## config.mk

```make
export PLATFORM = sky130hd
export DESIGN_NAME = clb_cascade
export DESIGN_NICKNAME = d
export VERILOG_FILES = /design/src/rtl/clb_pkg.sv /design/src/rtl/clb_cfg_chain.sv /design/src/rtl/clb_lut.sv /design/src/rtl/clb_out_stage.sv /design/src/rtl/clb_cascade.sv
export SDC_FILE = /design/constraint.sdc
export NUM_CORES = 1
export LEC_CHECK = 0
export ABC_CLOCK_PERIOD_IN_PS = 3300
export BUFFER_PORTS_ARGS = -buffer_cell sky130_fd_sc_hd__clkbuf_2
export CORE_ASPECT_RATIO = 1.4
export CORE_MARGIN = 2
export CORE_UTILIZATION = 35
export DETAILED_ROUTE_END_ITERATION = 8
export SYNTH_ARGS = -nofsm -noshare
export SYNTH_HDL_FRONTEND = slang
export SYNTH_SLANG_ARGS = --single-unit
```

## constraint.sdc

```tcl
create_clock -name clk -period 3.3 [get_ports clk]
set_input_delay 0.165 -clock clk [delete_from_list [all_inputs] [get_ports clk]]
set_output_delay 0.165 -clock clk [all_outputs]
set_load 0.005 [all_outputs]
```

## src/rtl/clb_pkg.sv

```systemverilog
package clb_pkg;
   localparam int unsigned H_INPUTS = 3;

   function automatic int unsigned table_depth(input int unsigned n_in);
      return 32'd1 << n_in;
   endfunction

   function automatic int unsigned chain_length(input int unsigned n_in);
      return 2 * table_depth(n_in) + table_depth(H_INPUTS);
   endfunction
endpackage

```

## src/rtl/clb_cfg_chain.sv

```systemverilog
module clb_cfg_chain #(
   parameter int unsigned LEN = 40
) (
   input  logic           clk,
   input  logic           por_n,
   input  logic           shift,
   input  logic           din,
   output logic [LEN-1:0] bits,
   output logic           dout
);
   generate
      if (LEN < 2) begin : g_bad_len
         $error("clb_cfg_chain: LEN must be at least 2");
      end
   endgenerate

   logic [LEN-1:0] chain_q;

   // New bits enter at the top; the oldest bit settles at index 0.
   always_ff @(posedge clk) begin
      if (!por_n)
         chain_q <= '0;
      else if (shift)
         chain_q <= {din, chain_q[LEN-1:1]};
   end

   assign bits = chain_q;
   assign dout = chain_q[0];

   AST_CFG_HOLD: assert property (@(posedge clk) disable iff (!por_n)
      !shift |=> $stable(chain_q));
   AST_CFG_ENTRY: assert property (@(posedge clk) disable iff (!por_n)
      shift |=> chain_q[LEN-1] == $past(din));
   AST_CFG_ADVANCE: assert property (@(posedge clk) disable iff (!por_n)
      shift |=> chain_q[LEN-2:0] == $past(chain_q[LEN-1:1]));
endmodule

```

## src/rtl/clb_lut.sv

```systemverilog
module clb_lut #(
   parameter int unsigned N_IN = 4,
   localparam int unsigned DEPTH = 1 << N_IN
) (
   input  logic [DEPTH-1:0] truth,
   input  logic [N_IN-1:0]  addr,
   output logic             y
);
   generate
      if (N_IN < 1 || N_IN > 6) begin : g_bad_width
         $error("clb_lut: N_IN must be 1..6");
      end
   endgenerate

   assign y = truth[addr];
endmodule

```

## src/rtl/clb_out_stage.sv

```systemverilog
module clb_out_stage #(
   parameter bit HAS_REG = 1'b1
) (
   input  logic clk,
   input  logic por_n,
   input  logic h_d,
   input  logic hold_en,
   input  logic reg_clr,
   input  logic use_reg,
   output logic h_out
);
   generate
      if (HAS_REG) begin : g_reg
         logic h_q;

         always_ff @(posedge clk) begin
            if (!por_n || reg_clr)
               h_q <= 1'b0;
            else if (hold_en)
               h_q <= h_d;
         end

         assign h_out = use_reg ? h_q : h_d;

         AST_REG_CLEAR: assert property (@(posedge clk) disable iff (!por_n)
            reg_clr |=> !h_q);
         AST_REG_LOAD: assert property (@(posedge clk) disable iff (!por_n)
            (!reg_clr && hold_en) |=> h_q == $past(h_d));
         AST_REG_HOLD: assert property (@(posedge clk) disable iff (!por_n)
            (!reg_clr && !hold_en) |=> $stable(h_q));
      end else begin : g_comb
         logic unused_ok;
         assign unused_ok = &{1'b0, clk, por_n, hold_en, reg_clr, use_reg};
         assign h_out = h_d;
      end
   endgenerate
endmodule

```

## src/rtl/clb_cascade.sv

```systemverilog
module clb_cascade #(
   parameter int unsigned LUT_IN  = 4,
   parameter bit          HAS_REG = 1'b1
) (
   input  logic              clk,
   input  logic              por_n,
   input  logic              cfg_shift,
   input  logic              cfg_din,
   output logic              cfg_dout,
   input  logic [LUT_IN-1:0] f_in,
   input  logic [LUT_IN-1:0] g_in,
   input  logic              sel_e,
   input  logic              hold_en,
   input  logic              reg_clr,
   input  logic              use_reg,
   output logic              f_out,
   output logic              g_out,
   output logic              h_comb,
   output logic              h_out
);
   import clb_pkg::*;

   localparam int unsigned LDEPTH  = table_depth(LUT_IN);
   localparam int unsigned HDEPTH  = table_depth(H_INPUTS);
   localparam int unsigned CFG_LEN = chain_length(LUT_IN);

   generate
      if (LUT_IN < 2 || LUT_IN > 6) begin : g_bad_lut
         $error("clb_cascade: LUT_IN must be 2..6");
      end
   endgenerate

   logic [CFG_LEN-1:0] cfg;
   logic [1:0]         first_level;
   logic [LUT_IN-1:0]  first_addr [2];

   clb_cfg_chain #(.LEN(CFG_LEN)) u_chain (
      .clk   (clk),
      .por_n (por_n),
      .shift (cfg_shift),
      .din   (cfg_din),
      .bits  (cfg),
      .dout  (cfg_dout)
   );

   assign first_addr[0] = f_in;
   assign first_addr[1] = g_in;

   // Slot 0 = F (first in the chain), slot 1 = G.
   generate
      for (genvar i = 0; i < 2; i++) begin : g_first
         clb_lut #(.N_IN(LUT_IN)) u_lut (
            .truth (cfg[i*LDEPTH +: LDEPTH]),
            .addr  (first_addr[i]),
            .y     (first_level[i])
         );
      end
   endgenerate

   clb_lut #(.N_IN(H_INPUTS)) u_hlut (
      .truth (cfg[2*LDEPTH +: HDEPTH]),
      .addr  ({sel_e, first_level[1], first_level[0]}),
      .y     (h_comb)
   );

   assign f_out = first_level[0];
   assign g_out = first_level[1];

   clb_out_stage #(.HAS_REG(HAS_REG)) u_out (
      .clk     (clk),
      .por_n   (por_n),
      .h_d     (h_comb),
      .hold_en (hold_en),
      .reg_clr (reg_clr),
      .use_reg (use_reg),
      .h_out   (h_out)
   );

   AST_CLR_KEEPS_CFG: assert property (@(posedge clk) disable iff (!por_n)
      (reg_clr && !cfg_shift) |=> $stable(cfg));
endmodule

```

==> summary.md <==
| Metric | Value |
|---|---|
| Post-route antenna net violation count | `0` |
| Max capacitance violation total | `0` |
| Slew Limit Headroom | `0.5762` |
| Pin count of the biggest net entering global routing | `between 40 and 50` |
| Reg2reg path depth | `6` |
| Area delta synth->final | `10.70%` |
| Min-Delay Path Depth | `2` |
| Buffer count from post-CTS setup fixing | `0` |
| Count of synthesis-stage warnings from yosys | `0` |
| Met1 usage | `0.1451` |
| Share of synthesized area occupied by flip-flops and latches | `0.3921` |
| Max-slew violation total from the final report | `0` |
| Crit path DAT | `approximately 2.3 ns` |
| Number of global-route vias before repair | `approximately 1400` |
| Post-place instance area | `around 0.0022 mm^2` |
| Net count after synthesis | `about 220` |
| DRC marker count from the first detailed-route iteration | `slightly above 70` |
| Number of remaining DRC errors | `0` |
| Max Fanout on Critical Path | `3` |
| Aggregate routed wire length | `3794 um` |
| Area enclosed by the die boundary | `0.006624 mm^2` |
| Register bit count reported by yosys | `41` |
| Result of the run | `completed` |
| Level count of the clock H-tree | `2` |
| Final worst path period need | `2.429 ns` |
| Cells after Synth | `200` |
| Most prevalent standard cell on the critical path | `sky130_fd_sc_hd__mux2i_1` |
| CP Cell Sequence | `mux4_1, mux2i_1, mux2i_1, a211o_1, a221o_1, a31oi_1, clkbuf_2` |
| Number of gates given a new drive strength after cts | `0` |
| Final Hold Fails | `0` |
| Slew @ Worst Pin | `0.6357 ns` |
| Hold Path Sink | `u_out.g_reg.h_q` |
| Post-detailed-placement half-perimeter wirelength | `approximately 2700 um` |
| Worst-case setup slack after placement | `1.090 ns` |
| Width of the die | `69.36 um` |
| Die H | `about 96 um` |
| Post-synthesis cell type count | `32` |
| Net count, final | `around 230` |
| Worst supply voltage drop on vdd | `between 0.1 and 0.15 mV` |
| P per Cell Area | `392.5 mW/mm^2` |
| Endpoints failing setup | `0` |
| Mean instance size in the synthesized netlist | `10.47 um^2` |
| Hold Startpoint | `hold_en` |
| Reg2Reg Capture Point | `u_out.g_reg.h_q` |
| Area of the mapped netlist | `between 0.002 and 0.0025 mm^2` |
| Post-layout power | `between 0.0009 and 0.001 W` |
| Standard-cell row count | `33` |
| Slowest library cell on the worst path | `sky130_fd_sc_hd__mux4_1` |
| Highest-utilization routing layer at the global route stage | `met2` |
| Minimum setup slack in the final design | `0.8706 ns` |
| Detail-routed net length per standard cell | `between 10 and 15 um` |
| Leak Pwr | `between 0.9 and 1 nW` |
| Met3 usage | `0.02431` |
| Worst path required time | `between 3 and 4 ns` |
| Gate family responsible for the most delay along the worst path | `multiplexers` |
| Leading area contributor after synthesis | `sky130_fd_sc_hd__dfxtp_1` |
| Number of diodes | `0` |
| Bufs on Longest Clock Path | `2` |
| I/O pin total | `21` |
| FF-to-FF Start | `u_chain.bits[29]` |
| Critical path launch point | `u_chain.bits[29]` |
| Type of destination of the critical path | `output pin` |
| Global placer's final weighted congestion | `0.7682` |
| Inserted Clock Buffers | `5` |
| Fin area | `approximately 0.0023 mm^2` |
| Largest stage delay, worst path | `approximately 0.50 ns` |
| Total of buffers placed on input and output ports | `20` |
| Internal reg-to-reg setup slack | `1.40 ns` |
| Final cell count without fillers | `285` |
| Unrepaired setup endpoints after global routing | `no` |
| Met2 track utilization from global routing | `0.2099` |
| Post-synth top area share | `0.3921` |
| Critical path launch point type | `flop` |
| Clock latency on the worst-skew pair | `between 0.2 and 0.3 ns` |
| Proportion of layout cells with a drive suffix above 1 | `0.1395` |
| Tot GR Track Use | `0.1217` |
| Core footprint | `a little under 0.006 mm^2` |
| Buffer cell driving the clock tree root | `sky130_fd_sc_hd__clkbuf_8` |
| Worst Skew | `about 0.0056 ns` |
| CTS Hold Bufs | `0` |
| Via density per instance | `slightly above 5` |
| Max Clk Rate | `~0.4 GHz` |
| Clock sink total | `41` |
| Total instance count after detailed placement | `around 280` |
| CP Buf/Inv Count | `1` |
| Class of the most critical hold timing path | `primary input to flop` |
| Overflow left after global routing | `0` |
| Final worst path period share | `0.7362` |
| Routed vias | `approximately 1400` |
| Crit Path Category | `flop to output pin` |
| Pre-antenna DRT Iters | `4` |
| Fin Setup TNS | `0 ns` |
| Main area contributors after synthesis | `sky130_fd_sc_hd__dfxtp_1, sky130_fd_sc_hd__mux2i_1, sky130_fd_sc_hd__nor2b_1, sky130_fd_sc_hd__mux4_1, sky130_fd_sc_hd__clkbuf_1` |
| Clock tree from TritonCTS | `yes` |
| Clock-pin slew on the worst setup and hold paths | `~0.07 ns` |
| Wire length of the first global-routing pass | `around 6400 um` |
| Initial core utilization | `0.3596` |
| Number of antenna violations at the first check in global routing | `0` |
per-stage QoR:
step / utilization / hold WS [ns]
6_report: 0.3980 / 0.07286
5_1_grt: 0.3980 / 0.07170
3_5_place_dp: 0.3832 / 0.3750
4_1_cts: 0.3980 / 0.06066
2_1_floorplan: - / 0.2662
3_3_place_gp: 0.3832 / 0.3775
report_power, final:
group	switching (W)	internal (W)	leakage [nW]
clock network	0.000161	0.000166	0.0443
logic	0.0000435	0.0000409	0.613
registers	0.00000210	0.000496	0.330
total	0.000206	0.000703	0.988
synth_stat cells, drive strengths merged:
library cell / instances
nand2b: 2
clkbuf: 9
a22oi: 1
mux4: 6
nor3b: 1
buf: 4
dfxtp: 41
a2bb2oi: 2
nor2b: 42
nand3: 2
o21ai: 3
a21boi: 1
a211o: 1
a21oi: 1
inv: 4
nor3: 3
o22ai: 1
a221o: 1
nor2: 5
nand4: 1
o311a: 1
mux2i: 53
a41o: 1
mux2: 1
and2b: 1
or2: 1
a31oi: 3
nand2: 5
o211ai: 3
registers in the layout, indices dropped and copies added (netlist names):
name / flops
u_chain.bits: 40
u_out.g_reg.h_q: 1
cell families (layout without fill, tap and decap cells):
group,count (synthesis),after routing,synth area share
and+or+nand+nor,63,63,0.1745
buffers and inverters,17,32,0.03466
AOI/OAI and AO/OA,19,19,0.06635
muxes,60,60,0.3323
DFF,41,41,0.3921
metal layers:
layer	wire length [um]	vias to the layer above
met2	1825	26
li1	-	736
met3	126	6
met4	85	0
met5	0	-
met1	1757	677
worst max path at each step:
stage | end | slack [ns] | cells after the start
floorplan | h_out | 1.37 | 5
global placement | h_out | 1.14 | 8
detailed placement | h_out | 1.09 | 8
CTS | h_out | 0.83 | 7
global route | h_out | 0.68 | 7
finish | h_out | 0.87 | 7
cells in the final DEF (no fill, tap or decap), drive strengths merged, types with 2 or more instances in the layout:
cell type and instances:
mux2i 53, nor2b 42, dfxtp 41, clkbuf 27, mux4 6, nor2 5, nand2 5, inv 4
o21ai 3, a31oi 3, nor3 3, o211ai 3, a2bb2oi 2, nand3 2, nand2b 2
final cells by class:
| class | count | area (um^2) |
|---|---|---|
| Inverter | 4 | 15.01 |
| Timing Repair Buffer | 21 | 107.6 |
| Multi-Input combinational cell | 142 | 1200 |
| Fill cell | 589 | 3505 |
| Clock buffer | 7 | 86.33 |
| Sequential cell | 41 | 820.8 |
| Tap cell | 70 | 87.58 |
Note: power is estimated with default switching activity, not from simulation.
